===== src/rtl/frame_fetch_seq.sv =====
module frame_fetch_seq #(
  parameter int AW = 32,
  parameter int LW = 5,
  parameter int RW = 8
) (
  input  logic          clk,
  input  logic          rst_n,
  input  logic          cfg_we,
  input  logic [RW-1:0] cfg_addr,
  input  logic [AW-1:0] cfg_wdata,
  output logic          req_valid,
  input  logic          req_ready,
  output logic [AW-1:0] req_addr,
  output logic [LW-1:0] req_len,
  output logic          eof0,
  output logic          eof1,
  output logic          pal_done
);
  localparam int WAW = AW - 2;
  localparam logic [RW-1:0] OFF_RCTL = RW'(8'h28);
  localparam logic [RW-1:0] OFF_DCTL = RW'(8'h40);
  localparam logic [RW-1:0] OFF_B0   = RW'(8'h44);
  localparam logic [RW-1:0] OFF_C0   = RW'(8'h48);
  localparam logic [RW-1:0] OFF_B1   = RW'(8'h4C);
  localparam logic [RW-1:0] OFF_C1   = RW'(8'h50);

  typedef enum logic [1:0] {S_IDLE, S_RUN, S_HALT} st_t;

  logic           en_q, dual_q;
  logic [1:0]     mode_q;
  logic [2:0]     bcode_q;
  logic [WAW-1:0] b0_q, c0_q, b1_q, c1_q;

  st_t            st;
  logic           sel, pal_ph, pal_only;
  logic [WAW-1:0] cur_w, lim_w;
  logic [2:0]     bsh;

  logic [LW-1:0]  blen;
  logic [WAW-1:0] rem;
  logic           last, hs, nsel;

  logic unused_lowbits;
  assign unused_lowbits = ^cfg_wdata[1:0];

  always_ff @(posedge clk or negedge rst_n) begin
    if (!rst_n) begin
      en_q <= 1'b0; dual_q <= 1'b0; mode_q <= 2'd0; bcode_q <= 3'd0;
      b0_q <= '0; c0_q <= '0; b1_q <= '0; c1_q <= '0;
    end else if (cfg_we) begin
      case (cfg_addr)
        OFF_RCTL: begin en_q <= cfg_wdata[0]; mode_q <= cfg_wdata[21:20]; end
        OFF_DCTL: begin dual_q <= cfg_wdata[0]; bcode_q <= cfg_wdata[6:4]; end
        OFF_B0:   b0_q <= cfg_wdata[AW-1:2];
        OFF_C0:   c0_q <= cfg_wdata[AW-1:2];
        OFF_B1:   b1_q <= cfg_wdata[AW-1:2];
        OFF_C1:   c1_q <= cfg_wdata[AW-1:2];
        default: ;
      endcase
    end
  end

  assign blen      = (bsh > 3'd4) ? LW'(16) : (LW'(1) << bsh);
  assign rem       = lim_w - cur_w + WAW'(1);
  assign last      = rem <= WAW'(blen);
  assign req_valid = (st == S_RUN);
  assign req_addr  = {cur_w, 2'b00};
  assign req_len   = last ? rem[LW-1:0] : blen;
  assign hs        = req_valid & req_ready;
  assign nsel      = dual_q & ~sel;

  always_ff @(posedge clk or negedge rst_n) begin
    if (!rst_n) begin
      st <= S_IDLE; sel <= 1'b0; pal_ph <= 1'b0; pal_only <= 1'b0;
      cur_w <= '0; lim_w <= '0; bsh <= 3'd0;
      eof0 <= 1'b0; eof1 <= 1'b0; pal_done <= 1'b0;
    end else begin
      eof0 <= 1'b0; eof1 <= 1'b0; pal_done <= 1'b0;
      case (st)
        S_IDLE: if (en_q) begin
          st <= S_RUN; sel <= 1'b0;
          pal_ph <= ~mode_q[1]; pal_only <= (mode_q == 2'd1);
          cur_w <= b0_q; lim_w <= c0_q; bsh <= bcode_q;
        end
        S_RUN: if (hs) begin
          if (last) begin
            pal_done <= pal_ph;
            eof0 <= ~pal_ph & ~sel;
            eof1 <= ~pal_ph & sel;
            if (!en_q) begin
              st <= S_IDLE; sel <= 1'b0;
            end else if (pal_ph && pal_only) begin
              st <= S_HALT;
            end else if (pal_ph) begin
              pal_ph <= 1'b0; sel <= 1'b0;
              cur_w <= b0_q; lim_w <= c0_q; bsh <= bcode_q;
            end else begin
              sel <= nsel; bsh <= bcode_q;
              cur_w <= nsel ? b1_q : b0_q;
              lim_w <= nsel ? c1_q : c0_q;
            end
          end else begin
            cur_w <= cur_w + WAW'(blen);
            if (!en_q) begin st <= S_IDLE; sel <= 1'b0; end
          end
        end
        S_HALT: if (!en_q) st <= S_IDLE;
        default: st <= S_IDLE;
      endcase
    end
  end
endmodule


===== config.mk =====
export PLATFORM = sky130hd
export DESIGN_NAME = frame_fetch_seq
export DESIGN_NICKNAME = d
export VERILOG_FILES = /design/src/rtl/frame_fetch_seq.sv
export SDC_FILE = /design/constraint.sdc
export NUM_CORES = 1
export LEC_CHECK = 0
export BUFFER_PORTS_ARGS = -buffer_cell sky130_fd_sc_hd__buf_2
export CAP_MARGIN = 20
export CORE_UTILIZATION = 50
export DETAILED_ROUTE_END_ITERATION = 16
export GPL_ROUTABILITY_DRIVEN = 0
export PLACE_DENSITY_LB_ADDON = 0.15
export SLEW_MARGIN = 5
export SYNTH_ARGS = -nofsm -noshare
export SYNTH_HDL_FRONTEND = slang
export SYNTH_SLANG_ARGS = --single-unit
export TNS_END_PERCENT = 10

===== constraint.sdc =====
create_clock -name clk -period 9.5 [get_ports clk]
set_input_delay 1.9 -clock clk [delete_from_list [all_inputs] [get_ports clk]]
set_output_delay 1.9 -clock clk [all_outputs]
set_load 0.005 [all_outputs]

# Yosys cells after proc, flatten, opt, wreduce, memory -nomap -nowiden

Index checks and enable logic that the tools add are counted.

Eq/ne operators: 19
$lt $le $gt $ge: 2
Shifts and indexed selects: 1
Muxes and demuxes: 54
Bitwise logic cells: 7
Reductions and logical operators: 14
Add/subtract/negate cells: 3

Operators by type and width:

| operator                                                                | count |
|---|---|
| 30-bit two-way mux                                                      | 14 |
| 30-bit case mux with 2 select lines                                     | 2 |
| 8-bit by 7-bit equality test with 1-bit output, second input constant   | 5 |
| 30-bit by 1-bit adder with 30-bit output, second input constant         | 1 |
| 30-bit by 5-bit adder with 30-bit output                                | 1 |
| 30-bit by 5-bit less-or-equal comparator with 1-bit output              | 1 |
| 30-bit subtractor                                                       | 1 |
| 1-bit two-way mux                                                       | 21 |
| 3-bit two-way mux                                                       | 5 |
| 2-bit AND reduction                                                     | 7 |
| 2-bit two-way mux                                                       | 6 |
| 5-bit two-way mux                                                       | 2 |
| 5-bit AND reduction                                                     | 2 |
| 3-bit inequality test, second input constant                            | 3 |
| 8-bit by 6-bit equality test with 1-bit output, second input constant   | 1 |
| 2-bit by 1-bit inequality test with 1-bit output, second input constant | 3 |
| 2-bit case mux with 3 select lines                                      | 1 |
| 3-bit case mux with 2 select lines                                      | 1 |
| 6-bit AND reduction                                                     | 1 |
| 1-bit by 3-bit left shift with 5-bit output, first input constant       | 1 |
| 1-bit AND                                                               | 4 |
| 2-bit by 1-bit equality test with 1-bit output, second input constant   | 2 |
| 2-bit inequality test, second input constant                            | 2 |
| 4-bit by 3-bit inequality test with 1-bit output, second input constant | 1 |
| 9 further kinds                                                         | 12 |

Logic and storage cells: 118
Flip-flop bits (word level): 198

# Logic depth before layout (Yosys ltp)

Gate-level depths: netlist of run 1.

Depth in word-level cells: 9
Gate-level depth with buffers: 20
Gate-level depth less buffers: 18

# Worst setup path before layout of run 1

No wires, ideal clock.

Path kind: reg-to-output
From: register cur_w[1]
To: output req_len[0]
Path buffers: 1
Stages on the path, launching flop included: 18
Slack: 3474 ps
Required time: 7600 ps
Data arrival time: 4126 ps
Path through: dfrtp_1 ha_1 inv_1 ha_1 inv_1 fa_1 xnor2_1 ha_1 a21o_1 a21oi_1 a32oi_1 or4_1 nor3_1 o211ai_1 nor4_2 nand3_1 clkbuf_1 o21ai_0

Cells in the longest elaborated chain, start to end: 4

RTL lines:

| what                                                       | line | RTL |
|---|---|---|
| start, declared                                            | 36   | `logic [WAW-1:0] cur_w, lim_w;` |
| start signal, assigned                                     | 83   | `cur_w <= b0_q; lim_w <= c0_q; bsh <= bcode_q;` |
| start signal, assigned                                     | 96   | `cur_w <= b0_q; lim_w <= c0_q; bsh <= bcode_q;` |
| start signal, assigned                                     | 99   | `cur_w <= nsel ? b1_q : b0_q;` |
| 30-bit subtractor                                          | 64   | `assign rem = lim_w - cur_w + WAW'(1);` |
| 30-bit by 1-bit adder with 30-bit output                   | 64   |  |
| 30-bit by 5-bit less-or-equal comparator with 1-bit output | 65   | `assign last = rem <= WAW'(blen);` |
| 5-bit two-way mux                                          | 68   | `assign req_len = last ? rem[LW-1:0] : blen;` |
| end, declared                                              | 14   | `output logic [LW-1:0] req_len,` |

Every way passes these cells.

# Final worst setup path of run 1

From: register cur_w[15]
To: output req_len[2]

The elaborated chain is that of the path after synthesis.

==> results of run 1 <==
## synthesized netlist by cell type, types with 6 or more instances
cell type	count
a211oi_1	6
a21o_1	10
a21oi_1	42
a2bb2oi_1	26
a311oi_1	17
a31oi_1	60
and3_1	12
buf_2	14
clkbuf_1	43
dfrtp_1	198
ha_1	67
inv_1	63
mux2_2	168
mux2_4	28
mux2i_1	6
nand2_1	74
nand2b_1	6
nand3_1	53
nand4_1	15
nor2_1	69
nor2b_1	6
nor3_1	20
nor4_1	15
o211ai_1	12
o21a_1	9
o21ai_0	32
xnor2_1	30
## worst register-to-register path, stage by stage, from the launching register on
cell and delay (ps):
dfrtp_1 450, inv_1 120, ha_1 310, ha_1 470
a21oi_1 280, o21ai_0 290, o311a_1 420, a211oi_1 350
mux2_2 410, a2111oi_0 470, nand4_2 580, o41ai_4 520
nand3_4 670, mux2_4 550
## area by class of cell
class | instances | area (um2)
Clock buffer | 18 | 429.2
Antenna cell | 2 | 5.005
Inverter | 64 | 240.2
Timing Repair Buffer | 101 | 596.8
Multi-Input combinational cell | 876 | 7015
Sequential cell | 198 | 4955
Clock inverter | 13 | 136.4
Fill cell | 2221 | 10610
Tap cell | 324 | 405.4
## cell usage in the layout, fill, tap and decap left out, drive strengths merged, types with 5 or more instances in the layout
cell type / netlist / routed
nor2b: 6 / 6
ha: 67 / 67
o21a: 9 / 9
nand2: 74 / 74
xnor2: 30 / 30
o21ai: 37 / 37
a32oi: 5 / 5
nor3: 22 / 22
mux2: 196 / 196
nor2: 69 / 69
nand3: 54 / 54
a311oi: 18 / 18
a21oi: 42 / 42
nor3b: 5 / 5
nand2b: 6 / 6
inv: 64 / 71
a211oi: 6 / 6
nor4: 16 / 16
buf: 27 / 100
mux2i: 6 / 6
o211ai: 12 / 12
nand4: 17 / 17
a2bb2oi: 26 / 26
and3: 12 / 12
and2: 5 / 5
dfrtp: 198 / 198
a21o: 10 / 10
clkbuf: 44 / 19
or4: 5 / 5
a31oi: 60 / 60
## stage by stage
stage / std cells / hold WS [ps]
after CTS: 1593 / 423.9
after floorplan: 1209 / 399.5
after global routing: 1595 / 440.8
final: 1596 / 423.0
after global placement: 1561 / 405.4
after detailed placement: 1562 / 412.8
## registers in the layout, indices dropped and copies added, names as in the netlist
name / count
dual_q: 1
lim_w: 30
eof1: 1
st: 2
pal_done: 1
c0_q: 30
sel: 1
bcode_q: 3
pal_only: 1
bsh: 3
pal_ph: 1
mode_q: 2
b0_q: 30
en_q: 1
c1_q: 30
eof0: 1
cur_w: 30
b1_q: 30
## per-layer routing
metal  vias to the layer above  global-route usage  share of wire
met2                       285              0.4332           0.46
met5                         -                   0              0
met4                         0             0.08398          0.020
li1                       4589                   -              -
met3                        49             0.03584          0.050
met1                      4943              0.3891           0.47
## report_power, final
| part | switching, W | internal, W | leakage, nW |
|---|---|---|---|
| Sequential | 0.000132 | 0.000945 | 2.67 |
| Combinational | 0.000738 | 0.000483 | 3.60 |
| Clock | 0.000371 | 0.000349 | 0.271 |
## cell families after synthesis
logic type      share of synthesized area
simple gates                       0.1237
compound gates                     0.1479
mux                                0.1900
flops                              0.3969
buf+inv                           0.04570
fa+ha+maj                         0.07036
xor+xnor                          0.02506
other cells                     0.0003004
## worst min path at each step
stage / from / end / slack, ps / depth (start not counted)
floorplan: st[1] / st[0] / 400 / 1
detailed placement: st[1] / st[0] / 410 / 1
CTS: st[1] / st[0] / 420 / 1
global route: st[1] / st[0] / 440 / 1
global placement: st[1] / st[0] / 410 / 1
finish: st[1] / st[0] / 420 / 1
==> flow_metrics.py, run 1 <==
metrics = {
    "die": {
        "die_area_um2": 25600,
        "die_h_um": 160.0,
        "die-width_um": 160.0,
        "core_area_um2": 24390,
        "rows": 57,
        "start_util": 0.5118,
        "io_pins": 85,
    },
    "drt": {
        "drc": 0,
        "dr.pass1.iters": 7,
        "drt_iter0_drc": 766,
        "ant_nets": 0,
        "wl_per_cell_um": 21.16,
        "dr_total_vias": 9866,
        "totalWireLength_um": 33770,
        "viasPerCell": 6.182,
    },
    "timing": {
        "fin_worst_skew_ps": 16.57,
        "fin_crit_ps": 7609,
        "grt_setup_unrepaired": "no",
        "max_freq_ghz": 0.1314,
        "setup_viol": 0,
        "slew_viol_final": 0,
        "worst_pin_slew_ps": 1103,
        "hold_viol_final": 0,
        "tns_ps": 0,
        "slew_headroom": 0.2639,
        "fin_ws_ps": 1891,
        "min_period_over_period": 0.8010,
    },
    "cells_and_area": {
        "areaGrowthSynthToFinish_pct": 10.41,
        "finalNetCount": 1371,
        "final_core_util": 0.5651,
        "drive_gt1_frac": 0.2756,
        "stdcell_area_um2": 13780,
    },
    "pwr": {
        "peakVddDrop_v": 0.0001161,
        "leakagePower_nw": 6.539,
        "p_total_w": 0.003018,
        "p_per_area_nw_per_um2": 219.0,
    },
    "synthesis": {
        "ys_ff_latch": 198,
        "synth.area.top_cells": "dfrtp_1, mux2_2, ha_1, mux2_4, a31oi_1",
        "ys.flop_type": "dfrtp_1",
        "ys_seq_area_frac": 0.3969,
        "synth_edf_count": 0,
        "synthArstFlopShare": 1.000,
        "synthDistinctLibCells": 82,
        "synth_cells": 1208,
        "synth_top_cell_by_area": "dfrtp_1",
        "ys.warnings.count": 0,
        "netlist_area_um2": 12480,
        "syn_area_per_cell_um2": 10.33,
        "synth.top_cell.area_share": 0.3969,
    },
    "worst_setup_path": {
        "worst_ep_required_time_ps": 7600,
        "critical_path.top_delay_family": "compound AO/OA/AOI/OAI gates",
        "slowest_stage": "inv_1",
        "endpoint": "req_len[2]",
        "crit_path_start": "cur_w[15]",
        "path_class": "reg2out",
        "r2r_slack_ps": 3490,
        "crit_cells": 12,
        "arrival_ps": 5710,
        "start_kind": "flip-flop",
        "slowest_delay_ps": 860,
        "reg2reg_depth": 13,
        "path_cells": "inv_1 -> ha_1 -> ha_1 -> a21oi_1 -> o21ai_0 -> nor2_1 -> a31oi_1 -> mux2_2 -> inv_1 -> nand3_1 -> o21ai_0 -> buf_2",
        "crit_path_max_fanout": 23,
        "critPathBufInv": 3,
        "timing.rr.end": "lim_w[9]",
        "cp-end-kind": "primary output",
        "worstReg2RegStart": "cur_w[15]",
    },
    "clock_tree": {
        "htree_levels": 4,
        "cts_resized": 0,
        "numClockSinks": 198,
        "cts_root_buf": "clkbuf_16",
        "worst_skew_pair.late_latency_ps": 450,
        "path_clk_slew_ps": 80,
        "cts_buffers": 17,
        "clock_path_buffers": 2,
        "cts_tree": "built",
        "post_cts_buffers": 0,
        "ctsHoldBuffers": 0,
    },
    "placed_design": {
        "dpl_cell_area_um2": 13190,
        "numPortBuffers": 81,
        "dp_hpwl_um": 23010,
        "pre_cts_ws_ps": 2497,
    },
    "global_routing": {
        "antenna_found_initial": 2,
        "grt_pass1_vias": 9705,
        "grt_pass1_wl_um": 54590,
        "grt_max_degree": 87,
        "grt_usage": 0.2733,
        "grt-ovfl-total": 0,
    },
    "run_status": {
        "status": "finished clean",
    },
    "flow_run": {
        "drv_cap": 0,
    },
    "hold_path": {
        "hold_class": "reg2reg",
    },
}
Note: power is estimated with default switching activity, not from simulation.
==> inputs of run 2 (changes only) <==
==> constraint.sdc (replaced) <==
create_clock -name clk -period 7.18 [get_ports clk]
set_input_delay 1.436 -clock clk [delete_from_list [all_inputs] [get_ports clk]]
set_output_delay 1.436 -clock clk [all_outputs]
set_load 0.005 [all_outputs]
==> run 2 against run 1 <==
Total power is 33% higher. Wire length is 0.23% lower. Die area unchanged. Sequential power grew 32%. Sequential share of layout area is 0.14 points lower. Clock-buffer cell count is 1 lower. Utilization grew 0.22 points. Critical endpoint is now req_len[4]. Largest power group unchanged.
==> flow_metrics.py, run 2 (same netlist as run 1, synthesis figures left out) <==
metrics = {
    "cells_and_area": {
        "areaGrowthSynthToFinish_pct": 10.84,
        "drive_gt1_frac": 0.2781,
        "finalNetCount": 1373,
        "mostFrequentLayoutCells": "dfrtp_1, mux2_2, buf_2",
        "final_common_cell": "dfrtp_1",
        "stdcell_area_um2": 13840,
        "final.fill_count": 2175,
    },
    "worst_setup_path": {
        "crit_path_start": "cur_w[1]",
        "arrival_ps": 5030,
        "path_cells": "ha_1 -> inv_1 -> ha_1 -> inv_1 -> fa_1 -> nor2b_1 -> o31a_1 -> o21ai_1 -> o21ai_1 -> o21ai_1 -> xnor2_1 -> or4_1 -> nor3_4 -> nand2_1 -> o21ai_0 -> buf_2",
        "cp-end-kind": "primary output",
        "path_class": "reg2out",
        "start_kind": "flip-flop",
        "slowest_stage": "or4_1",
        "crit_path_max_fanout": 10,
        "worst_ep_required_time_ps": 5740,
        "worstReg2RegStart": "cur_w[1]",
        "critical_path.top_delay_family": "simple AND/OR/NAND/NOR gates",
        "slowest_delay_ps": 900,
        "cpMostUsedCell": "o21ai_1",
        "critPathBufInv": 3,
    },
    "drt": {
        "wl_met3_um": 1813,
        "drt_iter0_drc": 714,
        "wl_per_cell_um": 21.08,
        "ant_nets": 0,
        "wl_met1_um": 15140,
        "dr_wl_met2_um": 15980,
        "topRoutingLayerUsed": "met4",
        "totalWireLength_um": 33690,
        "drc": 0,
        "dr_total_vias": 9893,
        "dr.pass1.iters": 5,
        "viasPerCell": 6.191,
    },
    "placed_design": {
        "numPortBuffers": 81,
        "dpl_cell_area_um2": 13210,
        "dp_hpwl_um": 23170,
    },
    "hold_path": {
        "hold_class": "reg2reg",
        "hp-start": "st[1]",
    },
    "timing": {
        "min_period_over_period": 0.9005,
        "fin_crit_ps": 6465,
        "setup_viol": 0,
        "grt_setup_unrepaired": "no",
        "slew_headroom": 0.3641,
        "tns_ps": 0,
        "hold_viol_final": 0,
        "fin_worst_skew_ps": 14.69,
        "slew_viol_final": 0,
        "worst_pin_slew_ps": 953.9,
        "max_freq_ghz": 0.1547,
        "hold_ws_ps": 430.2,
    },
    "run_status": {
        "status": "finished clean",
    },
    "pwr": {
        "p_per_area_nw_per_um2": 290.3,
        "leakagePower_nw": 6.574,
        "peakVddDrop_v": 0.0001585,
        "p_total_w": 0.004017,
    },
    "global_routing": {
        "grt_max_degree": 76,
        "antenna_found_initial": 0,
        "grt_pass1_vias": 9879,
        "grt_pass1_wl_um": 54460,
        "grt-ovfl-total": 0,
        "grt_usage": 0.2719,
    },
    "die": {
        "die-width_um": 160.0,
        "rows": 57,
        "die_area_um2": 25600,
        "io_pins": 85,
        "die_h_um": 160.0,
        "core_area_um2": 24390,
        "start_util": 0.5118,
    },
    "clock_tree": {
        "path_clk_slew_ps": 80,
        "cts_root_buf": "clkbuf_16",
        "cts_buffers": 17,
        "numClockSinks": 198,
        "ctsHoldBuffers": 0,
        "post_cts_buffers": 0,
        "cts_resized": 0,
        "htree_levels": 4,
        "cts_tree": "built",
        "clock_path_buffers": 2,
        "worst_skew_pair.late_latency_ps": 450,
    },
    "flow_run": {
        "drv_cap": 0,
    },
}
-- run 2: power breakdown --
part | total, W | switching (W) | internal (W) | leakage (nW)
clock network | 0.000967 | 0.000494 | 0.000473 | 0.295
logic | 0.00162 | 0.000979 | 0.000642 | 3.61
registers | 0.00143 | 0.000178 | 0.00125 | 2.67
-- run 2: path summary, 6_finish.rpt --
kind	to	cells past startpoint	slack, ps
worst max-delay path	req_len[4]	16	710
max in group asynchronous	c0_q[12]	2	4840
worst min-delay path	st[0]	1	430
min in group asynchronous	b1_q[0]	1	970
worst max register to register	lim_w[16]	15	1470
worst min register to register	st[0]	1	430
-- run 2: per-layer routing --
layer / up-vias / GRT usage
met1: 4932 / 0.3684
met2: 327 / 0.4441
met5: - / 0
li1: 4584 / -
met3: 50 / 0.04260
met4: 0 / 0.09134
-- run 2: stage by stage --
stage	instances	utilization	setup slack [ps]
after detailed placement	1564	0.5415	1238
after global placement	1563	0.5404	1241
after CTS	1596	0.5660	733.0
after global routing	1597	0.5671	398.6
after floorplan	1209	-	1618
final	1598	0.5673	714.5
-- run 2: cell type report --
cell class / instances / area, um2 / share of cell area
Multi-Input combinational cell: 876 / 7015 / 0.5071
Sequential cell: 198 / 4955 / 0.3581
Timing Repair Buffer: 103 / 619.3 / 0.04476
Clock buffer: 17 / 425.4 / 0.03075
Tap cell: 324 / 405.4 / 0.02930
Inverter: 64 / 240.2 / 0.01736
Clock inverter: 15 / 172.7 / 0.01248
Antenna cell: 1 / 2.502 / 0.0001809
